`src/rtl/ilv_pkg.sv`:
```
package ilv_pkg;

    typedef logic ch_t;

    typedef enum logic {
        ARB_OPEN   = 1'b0,
        ARB_LOCKED = 1'b1
    } arb_state_e;

    typedef struct packed {
        logic sop;
        logic eop;
        logic err;
        ch_t  ch;
    } beat_ctl_t;

    function automatic ch_t peer(input ch_t c);
        return ~c;
    endfunction

endpackage

```
`src/rtl/ilv_elig.sv`:
```
module ilv_elig #(
    parameter int NCH = 2
) (
    input  logic [NCH-1:0] en_mask,
    input  logic [NCH-1:0] cal_ok,
    input  logic           force_tx,
    output logic [NCH-1:0] elig
);
    for (genvar c = 0; c < NCH; c++) begin : g_ch
        assign elig[c] = en_mask[c] & (force_tx | cal_ok[c]);
    end
endmodule

```
`src/rtl/ilv_grant.sv`:
```
module ilv_grant
    import ilv_pkg::*;
(
    input  logic       clk,
    input  logic       rst,
    input  logic [1:0] req,
    input  logic       fire,
    input  logic       fire_eop,
    output ch_t        gnt_ch,
    output logic       gnt_any
);
    arb_state_e state;
    ch_t        owner;
    ch_t        last;

    always_comb begin
        gnt_ch  = 1'b0;
        gnt_any = 1'b0;
        if (state == ARB_LOCKED) begin
            gnt_ch  = owner;
            gnt_any = 1'b1;
        end else if (req == 2'b11) begin
            gnt_ch  = peer(last);
            gnt_any = 1'b1;
        end else if (req[0]) begin
            gnt_ch  = 1'b0;
            gnt_any = 1'b1;
        end else if (req[1]) begin
            gnt_ch  = 1'b1;
            gnt_any = 1'b1;
        end
    end

    always_ff @(posedge clk) begin
        if (rst) begin
            state <= ARB_OPEN;
            owner <= 1'b0;
            last  <= 1'b1;
        end else if (fire) begin
            if (fire_eop) begin
                state <= ARB_OPEN;
                last  <= gnt_ch;
            end else begin
                state <= ARB_LOCKED;
                owner <= gnt_ch;
            end
        end
    end


    lock_hold_chk: assert property (@(posedge clk) disable iff (rst)
        (fire && !fire_eop) |=> (gnt_any && gnt_ch == $past(gnt_ch)));
endmodule

```
`src/rtl/ilv_outreg.sv`:
```
module ilv_outreg
    import ilv_pkg::*;
#(
    parameter int DATA_W  = 64,
    parameter int EMPTY_W = 3
) (
    input  logic               clk,
    input  logic               rst,
    input  logic               load,
    input  logic [DATA_W-1:0]  ld_data,
    input  logic [EMPTY_W-1:0] ld_empty,
    input  beat_ctl_t          ld_ctl,
    input  logic               out_ready,
    output logic               space,
    output logic               out_valid,
    output logic [DATA_W-1:0]  out_data,
    output logic [EMPTY_W-1:0] out_empty,
    output beat_ctl_t          out_ctl
);
    assign space = !out_valid || out_ready;

    always_ff @(posedge clk) begin
        if (rst) begin
            out_valid <= 1'b0;
        end else if (load) begin
            out_valid <= 1'b1;
        end else if (out_ready) begin
            out_valid <= 1'b0;
        end
    end

    always_ff @(posedge clk) begin
        if (load) begin
            out_data  <= ld_data;
            out_empty <= ld_empty;
            out_ctl   <= ld_ctl;
        end
    end


    stall_hold_chk: assert property (@(posedge clk) disable iff (rst)
        (out_valid && !out_ready) |=> (out_valid && $stable(out_data)
                                      && $stable(out_empty) && $stable(out_ctl)));


    reset_idle_chk: assert property (@(posedge clk) rst |=> !out_valid);
endmodule

```
`src/rtl/ilv_arbiter.sv`:
```
module ilv_arbiter
    import ilv_pkg::*;
#(
    parameter int BYTES = 8,
    localparam int DATA_W  = BYTES * 8,
    localparam int EMPTY_W = $clog2(BYTES)
) (
    input  logic                          clk,
    input  logic                          rst,
    input  logic [1:0]                    en_mask,
    input  logic [1:0]                    cal_ok,
    input  logic                          force_tx,
    input  logic [1:0]                    in_valid,
    output logic [1:0]                    in_ready,
    input  logic [1:0][DATA_W-1:0]        in_data,
    input  logic [1:0]                    in_sop,
    input  logic [1:0]                    in_eop,
    input  logic [1:0]                    in_err,
    input  logic [1:0][EMPTY_W-1:0]       in_empty,
    output logic                          out_valid,
    input  logic                          out_ready,
    output logic [DATA_W-1:0]             out_data,
    output logic [EMPTY_W-1:0]            out_empty,
    output logic                          out_sop,
    output logic                          out_eop,
    output logic                          out_err,
    output logic                          out_ch
);
    logic [1:0] elig;
    logic [1:0] req;
    ch_t        gnt_ch;
    logic       gnt_any;
    logic       space;
    logic       fire;
    beat_ctl_t  sel_ctl;
    beat_ctl_t  out_ctl;

    ilv_elig #(.NCH(2)) u_elig (
        .en_mask  (en_mask),
        .cal_ok   (cal_ok),
        .force_tx (force_tx),
        .elig     (elig)
    );

    assign req = in_valid & elig;

    ilv_grant u_grant (
        .clk      (clk),
        .rst      (rst),
        .req      (req),
        .fire     (fire),
        .fire_eop (in_eop[gnt_ch]),
        .gnt_ch   (gnt_ch),
        .gnt_any  (gnt_any)
    );

    for (genvar c = 0; c < 2; c++) begin : g_rdy
        assign in_ready[c] = !rst && space && gnt_any && (gnt_ch == ch_t'(c)) && elig[c];
    end

    assign fire = |(in_valid & in_ready);

    always_comb begin
        sel_ctl.sop = in_sop[gnt_ch];
        sel_ctl.eop = in_eop[gnt_ch];
        sel_ctl.err = in_err[gnt_ch] & in_eop[gnt_ch];
        sel_ctl.ch  = gnt_ch;
    end

    ilv_outreg #(.DATA_W(DATA_W), .EMPTY_W(EMPTY_W)) u_out (
        .clk       (clk),
        .rst       (rst),
        .load      (fire),
        .ld_data   (in_data[gnt_ch]),
        .ld_empty  (in_empty[gnt_ch]),
        .ld_ctl    (sel_ctl),
        .out_ready (out_ready),
        .space     (space),
        .out_valid (out_valid),
        .out_data  (out_data),
        .out_empty (out_empty),
        .out_ctl   (out_ctl)
    );

    assign out_sop = out_ctl.sop;
    assign out_eop = out_ctl.eop;
    assign out_err = out_ctl.err;
    assign out_ch  = out_ctl.ch;


    one_ready_chk: assert property (@(posedge clk) disable iff (rst)
        $onehot0(in_ready));


    lock0_chk: assert property (@(posedge clk) disable iff (rst)
        (in_valid[0] && in_ready[0] && !in_eop[0]) |=> !in_ready[1]);


    lock1_chk: assert property (@(posedge clk) disable iff (rst)
        (in_valid[1] && in_ready[1] && !in_eop[1]) |=> !in_ready[0]);


    disabled_chk: assert property (@(posedge clk) disable iff (rst)
        (!en_mask[0] |-> !in_ready[0]) and (!en_mask[1] |-> !in_ready[1]));


    no_permit_chk: assert property (@(posedge clk) disable iff (rst)
        (!force_tx && !cal_ok[0]) |-> !in_ready[0]);


    stall_block_chk: assert property (@(posedge clk) disable iff (rst)
        (out_valid && !out_ready) |-> (in_ready == 2'b00));


    always_comb begin
        if (rst) begin
            reset_ready_chk: assert (in_ready == 2'b00);
        end
    end
endmodule

```
`config.mk`:
```
export PLATFORM = sky130hd
export DESIGN_NAME = ilv_arbiter
export DESIGN_NICKNAME = d
export VERILOG_FILES = /design/src/rtl/ilv_pkg.sv /design/src/rtl/ilv_elig.sv /design/src/rtl/ilv_grant.sv /design/src/rtl/ilv_outreg.sv /design/src/rtl/ilv_arbiter.sv
export SDC_FILE = /design/constraint.sdc
export NUM_CORES = 1
export LEC_CHECK = 0
export ABC_AREA = 1
export ABC_CLOCK_PERIOD_IN_PS = 4100
export BUFFER_PORTS_ARGS = -buffer_cell sky130_fd_sc_hd__buf_4
export CAP_MARGIN = 10
export CORE_MARGIN = 4
export CORE_UTILIZATION = 40
export CTS_BUF_LIST = sky130_fd_sc_hd__clkbuf_4 sky130_fd_sc_hd__clkbuf_8
export CTS_CLUSTER_SIZE = 30
export DETAILED_ROUTE_END_ITERATION = 7
export GPL_TIMING_DRIVEN = 0
export PLACE_DENSITY = 0.83
export SLEW_MARGIN = 40
export SYNTH_ARGS = -nofsm -noshare
export SYNTH_HDL_FRONTEND = slang
export SYNTH_HIERARCHICAL = 1
export SYNTH_SLANG_ARGS = --single-unit
```
`constraint.sdc`:
```
create_clock -name clk -period 4.1 [get_ports clk]
set_clock_uncertainty 0.15 [all_clocks]
set_input_delay 0.205 -clock clk [delete_from_list [all_inputs] [get_ports clk]]
set_output_delay 0.205 -clock clk [all_outputs]
set_load 0.005 [all_outputs]
```
Word-level counts from Yosys, hierarchy flattened
Index checks and enable logic that the tools add are counted.
{"block": "op_classes", "bitwise": 10, "n_eq_ne": 1, "mux": 20, "reduce_logical": 13, "magnitude_cmp": 1}
{"op": "64-bit 2-to-1 mux", "count": 2}
{"op": "1-bit 2-to-1 mux", "count": 16}
{"op": "1-bit logical AND", "count": 6}
{"op": "3-bit 2-to-1 mux", "count": 2}
{"op": "2-bit AND", "count": 2}
{"op": "2-bit AND reduction", "count": 2}
{"op": "1-bit AND", "count": 3}
{"op": "1-bit NOT", "count": 3}
{"op": "2-bit equality test, second input constant", "count": 1}
{"op": "1-bit logical NOT", "count": 2}
{"op": "1-bit by 2-bit less-than comparator with 1-bit output, second input constant", "count": 1}
{"op": "1-bit bitwise OR", "count": 2}
{"op": "2-bit nonzero test", "count": 1}
{"op": "2-bit OR reduction", "count": 1}
{"op": "1-bit logical OR", "count": 1}
{"block": "totals", "elab_cells": 55, "output_inout_bits": 74, "regBits": 75}

Logic depth before layout (Yosys ltp)
Gate-level depths: netlist of run 1.
{"block": "logic_depth", "ltp_word": 13, "mapped_depth": 17, "ltp_nobuf": 16}

Hierarchy
Netlist of run 1, hierarchy kept.
{"mod": "ilv_outreg", "cells_each": 76, "area_each_um2": 2174.6, "seq_area_each_um2": 2152.1, "instances": 1}
{"mod": "ilv_arbiter", "cells_each": 244, "area_each_um2": 978.4, "seq_area_each_um2": 0.0, "instances": 1}
{"mod": "ilv_grant", "cells_each": 25, "area_each_um2": 160.2, "seq_area_each_um2": 60.1, "instances": 1}
{"mod": "ilv_elig", "cells_each": 6, "area_each_um2": 22.5, "seq_area_each_um2": 0.0, "instances": 1}

Worst setup path before layout of run 1
OpenSTA, ideal clock, no wires.
{"block": "synth_path", "path_kind": "input-to-reg", "startpoint": "in en_mask[0]", "endpoint": "reg u_grant.owner", "arrival_time_ns": 3.149, "n_path_buf": 2, "required_ns": 3.841, "setup_ns": 0.109, "slack_ns": 0.692, "path_stages": 17, "path_cell_list": "inv_1 -> nor2_1 -> nand2_1 -> inv_1 -> nand2_1 -> nand3_2 -> nand2_2 -> buf_6 -> buf_6 -> nor2_2 -> nand3_1 -> nand2_1 -> nand2_1 -> inv_1 -> nand3_1 -> nand2_1 -> inv_1"}
{"block": "synth_via", "elab_chain_len": 11, "word_cells_on_any_way": 21, "cone_classes": "eq/ne (1); mux (8); bitwise (5); reduce/logical (7)"}
{"item": "start, declared", "line_no": "ilv_arbiter.sv:10", "source": "input logic [1:0] en_mask,"}
{"item": "1-bit AND (*)", "line_no": "ilv_elig.sv:10", "source": "assign elig[c] = en_mask[c] & (force_tx | cal_ok[c]);"}
{"item": "via elig[0]", "line_no": "ilv_arbiter.sv:29", "source": "logic [1:0] elig;"}
{"item": "2-bit AND (*)", "line_no": "ilv_arbiter.sv:45", "source": "assign req = in_valid & elig;"}
{"item": "via req[0]", "line_no": "ilv_arbiter.sv:30", "source": "logic [1:0] req;"}
{"item": "2-bit equality test / 1-bit 2-to-1 mux (equally long branches)", "line_no": "ilv_grant.sv:22, ilv_grant.sv:25"}
{"item": "1-bit 2-to-1 mux (*)", "line_no": "ilv_grant.sv:22", "source": "end else if (req == 2'b11) begin"}
{"item": "1-bit 2-to-1 mux (*)", "line_no": "ilv_grant.sv:19", "source": "if (state == ARB_LOCKED) begin"}
{"item": "via gnt_ch", "line_no": "ilv_arbiter.sv:31", "source": "ch_t gnt_ch;"}
{"item": "1-bit NOT", "line_no": "ilv_arbiter.sv:58", "source": "assign in_ready[c] = !rst && space && gnt_any && (gnt_ch == ch_t'(c)) && elig[c];"}
{"item": "1-bit logical AND (2 in a row)", "line_no": "ilv_arbiter.sv:58"}
{"item": "2-bit AND (*)", "line_no": "ilv_arbiter.sv:61", "source": "assign fire = |(in_valid & in_ready);"}
{"item": "2-bit OR reduction (*)", "line_no": "ilv_arbiter.sv:61"}
{"item": "via fire", "line_no": "ilv_arbiter.sv:34", "source": "logic fire;"}
{"item": "2-bit AND reduction (no source line) (*)"}
{"item": "end signal, assigned", "line_no": "ilv_grant.sv:45", "source": "owner <= gnt_ch;"}
{"item": "end, declared", "line_no": "ilv_grant.sv:13", "source": "ch_t owner;"}
Mark *: on every way through the listed nets, which the timed path passes. The rest lies on a longest branch. The select of a mux whose other input is x is not followed.
A chain may end at the register's enable or synchronous reset.

Final worst setup path of run 1
{"block": "layout_path", "startpoint": "reg u_grant.state", "endpoint": "reg u_out.out_valid"}
{"block": "layout_via", "elab_chain_len": 7, "word_cells_on_any_way": 12, "cone_classes": "mux (3); bitwise (2); reduce/logical (7)"}
{"item": "start, declared", "line_no": "ilv_grant.sv:12", "source": "arb_state_e state;"}
{"item": "start signal, assigned", "line_no": "ilv_grant.sv:36", "source": "state <= ARB_OPEN;"}
{"item": "start signal, assigned", "line_no": "ilv_grant.sv:41", "source": "state <= ARB_OPEN;"}
{"item": "start signal, assigned", "line_no": "ilv_grant.sv:44", "source": "state <= ARB_LOCKED;"}
{"item": "1-bit 2-to-1 mux (*)", "line_no": "ilv_grant.sv:19"}
{"item": "via gnt_ch", "line_no": "ilv_arbiter.sv:31"}
{"item": "1-bit NOT", "line_no": "ilv_arbiter.sv:58"}
{"item": "1-bit logical AND (2 in a row)", "line_no": "ilv_arbiter.sv:58"}
{"item": "2-bit AND (*)", "line_no": "ilv_arbiter.sv:61"}
{"item": "2-bit OR reduction (*)", "line_no": "ilv_arbiter.sv:61"}
{"item": "via fire", "line_no": "ilv_arbiter.sv:34"}
{"item": "1-bit 2-to-1 mux / 2-bit nonzero test (equally long branches)"}
{"item": "end signal, assigned", "line_no": "ilv_outreg.sv:24", "source": "out_valid <= 1'b0;"}
{"item": "end signal, assigned", "line_no": "ilv_outreg.sv:26", "source": "out_valid <= 1'b1;"}
{"item": "end signal, assigned", "line_no": "ilv_outreg.sv:28", "source": "out_valid <= 1'b0;"}
{"item": "end, declared", "line_no": "ilv_outreg.sv:15", "source": "output logic out_valid,"}
Mark *: on every way through the listed nets, which the timed path passes. The rest lies on a longest branch.

==> impl_metrics.xml, run 1 <==
<?xml version="1.0" encoding="UTF-8"?>
<metrics>
  <group name="outcome">
    <metric name="status" unit="">completed</metric>
  </group>
  <group name="placed_design">
    <metric name="detailedPlace.worstSlack" unit="ns">1.56</metric>
    <metric name="gpl.final_weighted_congestion" unit="">0.826</metric>
    <metric name="port_buffers" unit="">223</metric>
    <metric name="placed_area" unit="sq mm">0.00517</metric>
    <metric name="hpwl" unit="um">7790</metric>
  </group>
  <group name="worst_setup_path">
    <metric name="cp_data_arrival_time" unit="ns">2.99</metric>
    <metric name="worstSetupPathType" unit="">reg -&gt; reg</metric>
    <metric name="cp-start-kind" unit="">flip-flop</metric>
    <metric name="path_max_fanout" unit="">44</metric>
    <metric name="critical_path.endpoint_type" unit="">flip-flop</metric>
    <metric name="timing.rr.start" unit="">u_grant/state$_SDFFE_PP0P_</metric>
    <metric name="worst_setup_path_startpoint" unit="">u_grant/state$_SDFFE_PP0P_</metric>
    <metric name="setup.reg_to_reg.worst_slack" unit="ns">1.24</metric>
    <metric name="critical_path_required" unit="ns">4.23</metric>
  </group>
  <group name="finish">
    <metric name="finish.instance_area" unit="sq mm">0.00644</metric>
    <metric name="area_growth_syn_to_layout" unit="%">93.0</metric>
    <metric name="final_layout_size_suffix_gt1_frac" unit="">0.374</metric>
    <metric name="insertedDiodeCount" unit="">0</metric>
    <metric name="nNetsFinal" unit="">847</metric>
  </group>
  <group name="sta">
    <metric name="final_worst_path_period_share" unit="">0.699</metric>
    <metric name="rsz0062_at_grt" unit="">no</metric>
    <metric name="final-max-slew-violation-count" unit="">0</metric>
    <metric name="fmaxAchievable" unit="MHz">349</metric>
    <metric name="hold_violations_final" unit="">0</metric>
    <metric name="period_minus_slack" unit="ns">2.86</metric>
    <metric name="setup_ws_final" unit="ns">1.24</metric>
    <metric name="report.final.setup_viol" unit="">0</metric>
    <metric name="worst_pin_slew" unit="ns">0.442</metric>
    <metric name="timing.max_slew.rel_slack" unit="">0.705</metric>
  </group>
  <group name="route">
    <metric name="drt-wirelength-per-cell" unit="um">15.7</metric>
    <metric name="drt_first_pass_iters" unit="">4</metric>
    <metric name="route.final.wire_length" unit="um">12600</metric>
    <metric name="number_of_drc_markers_in_iteration_0" unit="">171</metric>
    <metric name="detail-route-antenna-nets" unit="">0</metric>
    <metric name="vias" unit="">3775</metric>
    <metric name="vias_per_cell" unit="">4.68</metric>
    <metric name="post-route-drc-count" unit="">0</metric>
  </group>
  <group name="clocking">
    <metric name="clk_pin_slew_worst_paths" unit="ns">0.07</metric>
    <metric name="cts-hold-fix-buffers" unit="">107</metric>
    <metric name="ctsResizeCount" unit="">0</metric>
    <metric name="cts.path.max_buffers" unit="">2</metric>
    <metric name="cts_buffers" unit="">9</metric>
    <metric name="cts_root_buf" unit="">sky130_fd_sc_hd__clkbuf_8</metric>
    <metric name="clock_sink_count" unit="">75</metric>
    <metric name="clock_insertion_delay_worst_skew" unit="ns">0.33</metric>
    <metric name="cts_tree" unit="">yes</metric>
    <metric name="htree_levels" unit="">3</metric>
    <metric name="post_cts_buffers" unit="">0</metric>
  </group>
  <group name="floorplan">
    <metric name="floorplan.die.height" unit="um">99.3</metric>
    <metric name="dieArea" unit="sq mm">0.00986</metric>
    <metric name="initial_utilization" unit="">0.408</metric>
    <metric name="i_o_pin_count" unit="">224</metric>
    <metric name="floorplan.die.width" unit="um">99.3</metric>
    <metric name="std_cell_rows" unit="">33</metric>
    <metric name="design.core.area" unit="sq mm">0.00818</metric>
  </group>
  <group name="hold_path">
    <metric name="worst_hold_startpoint" unit="">in_data[97]</metric>
    <metric name="min_path_type" unit="">in -&gt; reg</metric>
  </group>
  <group name="power_and_ir_drop">
    <metric name="pwr_density_cell" unit="mW/mm^2">268</metric>
    <metric name="power.leakage" unit="nW">3.14</metric>
    <metric name="max-vdd-ir-drop" unit="mV">0.164</metric>
  </group>
  <group name="grt">
    <metric name="grt_first_pass_wirelength" unit="um">19000</metric>
    <metric name="first_global_vias" unit="">4025</metric>
    <metric name="grt-ovfl-total" unit="">0</metric>
    <metric name="antenna_found_initial" unit="">0</metric>
    <metric name="grt_use_total" unit="">0.247</metric>
    <metric name="grt_start_max_net_pins" unit="">45</metric>
  </group>
  <group name="synthesis">
    <metric name="syn-num-nets" unit="">501</metric>
    <metric name="postSynthCellCount" unit="">351</metric>
    <metric name="syn_avg_cell_area" unit="sq um">9.50</metric>
    <metric name="post_synthesis_cell_area" unit="sq mm">0.00334</metric>
    <metric name="yosys_warnings" unit="">6</metric>
    <metric name="postSynthRegisterBits" unit="">75</metric>
    <metric name="ys_types" unit="">17</metric>
    <metric name="proportion_of_synthesized_chip_area_in_sequential_cells" unit="">0.663</metric>
  </group>
  <group name="flow_run">
    <metric name="drv.max_cap_violation_count" unit="">0</metric>
  </group>
</metrics>
[worst max-delay path, cell delays in order (launching register included)]
cell	delay [ns]
sky130_fd_sc_hd__dfxtp_1	0.38
sky130_fd_sc_hd__inv_2	0.06
sky130_fd_sc_hd__nand3_2	0.09
sky130_fd_sc_hd__nand2_2	0.08
sky130_fd_sc_hd__buf_6	0.16
sky130_fd_sc_hd__buf_6	0.16
sky130_fd_sc_hd__nor2_2	0.11
sky130_fd_sc_hd__nand3_1	0.12
sky130_fd_sc_hd__nand2_4	0.37
sky130_fd_sc_hd__buf_12	0.30
sky130_fd_sc_hd__inv_1	0.10
sky130_fd_sc_hd__a21oi_2	0.15
sky130_fd_sc_hd__dlygate4sd3_1	0.55
[per-layer routing]
metal | wire [um] | vias up | part of all wire | track usage
li1 | - | 1800 | - | -
met1 | 4410 | 1759 | 0.35 | 0.262
met2 | 7020 | 182 | 0.56 | 0.480
met3 | 854 | 34 | 0.068 | 0.0498
met4 | 334 | 0 | 0.026 | 0.0840
met5 | 0 | - | 0 | 0
[power by group]
part           leakage [nW]  internal [mW]  switching [mW]
logic                  2.38          0.233           0.139
registers             0.675          0.862         0.00437
clock network        0.0872          0.225           0.261
[synth_stat cells]
cell type	n	area, sq um
sky130_fd_sc_hd__a21oi_1	1	5.00
sky130_fd_sc_hd__a21oi_2	2	17.5
sky130_fd_sc_hd__nor3_1	2	10.0
sky130_fd_sc_hd__nand2_2	2	12.5
sky130_fd_sc_hd__inv_1	14	52.6
sky130_fd_sc_hd__buf_6	3	33.8
sky130_fd_sc_hd__buf_2	6	30.0
sky130_fd_sc_hd__nand3_1	3	15.0
sky130_fd_sc_hd__nand3b_1	1	7.51
sky130_fd_sc_hd__nand3_2	1	10.0
sky130_fd_sc_hd__dfxtp_1	4	80.1
sky130_fd_sc_hd__inv_2	2	7.51
sky130_fd_sc_hd__nand2_1	224	841
sky130_fd_sc_hd__edfxtp_1	71	2130
sky130_fd_sc_hd__buf_4	6	45.0
sky130_fd_sc_hd__nor2_2	1	6.26
sky130_fd_sc_hd__nor2_1	8	30.0
[placed cells by master (no fill, tap or decap)]
cell,instances
sky130_fd_sc_hd__buf_4,229
sky130_fd_sc_hd__nand2_1,223
sky130_fd_sc_hd__dlygate4sd3_1,111
sky130_fd_sc_hd__edfxtp_1,71
sky130_fd_sc_hd__inv_1,14
sky130_fd_sc_hd__clkbuf_8,9
sky130_fd_sc_hd__nor2_1,8
sky130_fd_sc_hd__buf_2,6
sky130_fd_sc_hd__dfxtp_1,4
sky130_fd_sc_hd__buf_6,3
sky130_fd_sc_hd__nand3_1,3
sky130_fd_sc_hd__clkinv_2,3
sky130_fd_sc_hd__inv_2,2
sky130_fd_sc_hd__nor3_1,2
sky130_fd_sc_hd__clkbuf_4,2
sky130_fd_sc_hd__nand2_2,2
sky130_fd_sc_hd__a21oi_2,2
sky130_fd_sc_hd__nand3b_1,1
sky130_fd_sc_hd__nor2_2,1
sky130_fd_sc_hd__nand2_4,1
sky130_fd_sc_hd__clkinv_1,1
sky130_fd_sc_hd__nand3_2,1
sky130_fd_sc_hd__a21oi_1,1
sky130_fd_sc_hd__buf_12,1
[cell type report]
class                           instances  area [sq um]
Buffer                                 15           109
Timing Repair Buffer                  335          2810
Clock inverter                          4          18.8
Sequential cell                        75          2210
Tap cell                              105           131
Clock buffer                           11           139
Fill cell                             493          1740
Inverter                               16          60.1
Multi-Input combinational cell        245           962
[metrics by stage]
| step | std cells | hold WS, ns | setup TNS [ns] | total power [mW] | util |
|---|---|---|---|---|---|
| finish | 806 | 0.00491 | 0 | 1.72 | 0.787 |
| global route | 806 | 0.00226 | 0 | 1.80 | 0.787 |
| CTS | 802 | 0.000121 | 0 | 1.72 | 0.783 |
| detailed placement | 680 | 0.266 | 0 | 1.14 | 0.632 |
| global placement | 679 | 0.263 | -0.454 | 1.13 | 0.629 |
| floorplan | 351 | 0.117 | 0 | 0.978 | - |
[sequential cells by signal, indices dropped and copies added (netlist names)]
register and cells:
u_out/out_valid 1, u_out/out_empty 3, u_grant/state 1, u_out/out_data 64, u_grant/owner 1, u_grant/last 1, u_out/out_ctl 4
[final timing paths]
kind,to,cells after the start
worst max-delay path,u_out/out_valid$_SDFFE_PP0P_,12
worst min-delay path,u_out/out_data[33]$_DFFE_PP_,3
worst max register to register,u_out/out_valid$_SDFFE_PP0P_,12
worst min register to register,u_grant/last$_SDFFE_PP1P_,2
[cells by family (layout without fill, tap and decap cells)]
kind of cell,Yosys count,in the layout,share of synthesized area
AOI/OAI and AO/OA,3,3,0.00675
and+or+nand+nor,242,242,0.279
buffers and inverters,31,381,0.0506
DFF,75,75,0.663
No activity file was read; power rests on OpenSTA's default activity.
==> run 2, diff against run 1 <==
Settings changed: ABC_AREA 1 to 0, ABC_CLOCK_PERIOD_IN_PS 4100 to 2300, CORE_UTILIZATION 40 to 39, PLACE_DENSITY 0.83 to 0.85.
Clock period 4.1 ns to 2.3 ns, I/O delays scaled along.
==> impl_metrics.xml, run 2 <==
<?xml version="1.0" encoding="UTF-8"?>
<metrics>
  <group name="synthesis">
    <metric name="ys_types" unit="">25</metric>
    <metric name="yosys_warnings" unit="">6</metric>
    <metric name="proportion_of_synthesized_chip_area_in_sequential_cells" unit="">0.671</metric>
    <metric name="synth.top_cell.area_share" unit="">0.647</metric>
    <metric name="synth.largest_area_cell" unit="">sky130_fd_sc_hd__edfxtp_1</metric>
    <metric name="syn-num-nets" unit="">333</metric>
    <metric name="syn_avg_cell_area" unit="sq um">18.0</metric>
    <metric name="synth_edf_count" unit="">71</metric>
    <metric name="dominantRegCellSynth" unit="">sky130_fd_sc_hd__edfxtp_1</metric>
    <metric name="netlist_top_cells_area" unit="">sky130_fd_sc_hd__edfxtp_1 (65%), sky130_fd_sc_hd__mux2_2 (24%), sky130_fd_sc_hd__clkbuf_8 (2.5%)</metric>
    <metric name="postSynthRegisterBits" unit="">75</metric>
    <metric name="postSynthCellCount" unit="">183</metric>
    <metric name="synth_common_cells" unit="">sky130_fd_sc_hd__edfxtp_1 (71), sky130_fd_sc_hd__mux2_2 (69), sky130_fd_sc_hd__clkbuf_8 (6)</metric>
    <metric name="ffs_w_async_s_r_synth" unit="">0</metric>
    <metric name="post_synthesis_cell_area" unit="sq mm">0.00330</metric>
    <metric name="post-synth-top-count-cell" unit="">sky130_fd_sc_hd__edfxtp_1</metric>
  </group>
  <group name="clocking">
    <metric name="htree_levels" unit="">3</metric>
    <metric name="cts.path.max_buffers" unit="">2</metric>
    <metric name="cts-hold-fix-buffers" unit="">107</metric>
    <metric name="post_cts_buffers" unit="">2</metric>
    <metric name="ctsResizeCount" unit="">1</metric>
    <metric name="cts_root_buf" unit="">sky130_fd_sc_hd__clkbuf_8</metric>
    <metric name="cts_buffers" unit="">9</metric>
    <metric name="clock_sink_count" unit="">75</metric>
  </group>
  <group name="floorplan">
    <metric name="floorplan.die.width" unit="um">99.9</metric>
    <metric name="initial_utilization" unit="">0.401</metric>
    <metric name="std_cell_rows" unit="">33</metric>
    <metric name="floorplan.die.height" unit="um">99.9</metric>
    <metric name="i_o_pin_count" unit="">224</metric>
  </group>
  <group name="placed_design">
    <metric name="placed_area" unit="sq mm">0.00518</metric>
    <metric name="hpwl" unit="um">6890</metric>
    <metric name="gpl.final_weighted_congestion" unit="">0.734</metric>
    <metric name="detailedPlace.worstSlack" unit="ns">-0.464</metric>
    <metric name="port_buffers" unit="">223</metric>
  </group>
  <group name="outcome">
    <metric name="status" unit="">aborted with a tool error</metric>
    <metric name="flow.stopped_at" unit="">clock tree synthesis (4_1_cts)</metric>
    <metric name="error" unit="">[ERROR RSZ-0060] Max buffer count reached.</metric>
  </group>
</metrics>
## run 2: stage by stage
step / instances / utilization / setup TNS (ns)
2_1_floorplan: 183 / - / -60.46
3_3_place_gp: 511 / 0.622 / -110.88
3_5_place_dp: 515 / 0.631 / -25.92
## run 2: cells by family after synthesis
kind of cell    Yosys count  share of synthesized area
flops                    75                      0.671
mux                      70                      0.239
buf+inv                  11                     0.0353
compound gates           12                     0.0247
simple gates             15                     0.0296
==> run 3, diff against run 2 <==
Settings changed: ABC_CLOCK_PERIOD_IN_PS 2300 to 3000, CORE_UTILIZATION 39 to 25, CTS_BUF_LIST sky130_fd_sc_hd__clkbuf_4 sky130_fd_sc_hd__clkbuf_8 to not set, CTS_CLUSTER_SIZE 30 to not set, PLACE_DENSITY 0.85 to not set, PLACE_DENSITY_LB_ADDON set to 0.15.
Clock period 2.3 ns to 3 ns, I/O delays scaled along.
==> impl_metrics.xml, run 3 <==
<?xml version="1.0" encoding="UTF-8"?>
<metrics>
  <group name="clocking">
    <metric name="post_cts_buffers" unit="">0</metric>
    <metric name="cts_root_buf" unit="">sky130_fd_sc_hd__clkbuf_16</metric>
    <metric name="ctsResizeCount" unit="">0</metric>
    <metric name="htree_levels" unit="">3</metric>
    <metric name="cts.path.max_buffers" unit="">2</metric>
    <metric name="clock_sink_count" unit="">75</metric>
    <metric name="cts_buffers" unit="">9</metric>
    <metric name="cts-hold-fix-buffers" unit="">122</metric>
  </group>
  <group name="synthesis">
    <metric name="ffs_w_async_s_r_synth" unit="">0</metric>
    <metric name="synth.largest_area_cell" unit="">sky130_fd_sc_hd__edfxtp_1</metric>
    <metric name="dominantRegCellSynth" unit="">sky130_fd_sc_hd__edfxtp_1</metric>
    <metric name="yosys.area_share.xor_xnor" unit="">0</metric>
    <metric name="simple_gate_area_share_of_the_yosys_netlist" unit="">0.0296</metric>
    <metric name="netlist_top_cells_area" unit="">sky130_fd_sc_hd__edfxtp_1 (65%), sky130_fd_sc_hd__mux2_2 (24%), sky130_fd_sc_hd__clkbuf_8 (2.5%)</metric>
    <metric name="synth_compound_gate_area_share" unit="">0.0247</metric>
    <metric name="synth.top_cell.area_share" unit="">0.647</metric>
    <metric name="synth_common_cells" unit="">sky130_fd_sc_hd__edfxtp_1 (71), sky130_fd_sc_hd__mux2_2 (69), sky130_fd_sc_hd__clkbuf_8 (6)</metric>
    <metric name="syn-num-nets" unit="">333</metric>
    <metric name="ys_types" unit="">25</metric>
    <metric name="proportion_of_synthesized_chip_area_in_sequential_cells" unit="">0.671</metric>
    <metric name="postSynthCellCount" unit="">183</metric>
    <metric name="post_synthesis_cell_area" unit="sq mm">0.00330</metric>
    <metric name="yosys.area_share.adder" unit="">0</metric>
    <metric name="post-synth-top-count-cell" unit="">sky130_fd_sc_hd__edfxtp_1</metric>
    <metric name="syn_avg_cell_area" unit="sq um">18.0</metric>
    <metric name="synth_edf_count" unit="">71</metric>
    <metric name="postSynthRegisterBits" unit="">75</metric>
    <metric name="share_of_synthesized_area_spent_on_multiplexers" unit="">0.239</metric>
    <metric name="yosys_warnings" unit="">6</metric>
    <metric name="dominant_combinational_cell_family_by_area_after_synthesis" unit="">multiplexers</metric>
  </group>
  <group name="outcome">
    <metric name="error" unit="">[ERROR RSZ-0060] Max buffer count reached.</metric>
    <metric name="status" unit="">aborted with a tool error</metric>
    <metric name="flow.stopped_at" unit="">clock tree synthesis (4_1_cts)</metric>
  </group>
  <group name="placed_design">
    <metric name="hpwl" unit="um">7690</metric>
    <metric name="gpl.final_weighted_congestion" unit="">0.668</metric>
    <metric name="port_buffers" unit="">223</metric>
  </group>
  <group name="floorplan">
    <metric name="i_o_pin_count" unit="">224</metric>
    <metric name="initial_utilization" unit="">0.258</metric>
    <metric name="std_cell_rows" unit="">41</metric>
    <metric name="floorplan.die.width" unit="um">123</metric>
    <metric name="floorplan.die.height" unit="um">123</metric>
  </group>
</metrics>
[run 3: cell counts after synthesis]
Identical to the previous run, type by type.
[run 3: cells by family after synthesis]
family,after synthesis
AO/OA/AOI/OAI,12
buffers and inverters,11
flip-flops,75
multiplexers,70
AND/OR/NAND/NOR,15
[run 3: metrics by stage]
step                area (sq um)  setup slack (ns)  instances
floorplan                   3310            -0.299        183
global placement            5200             -1.30        578
detailed placement          5300           -0.0310        583
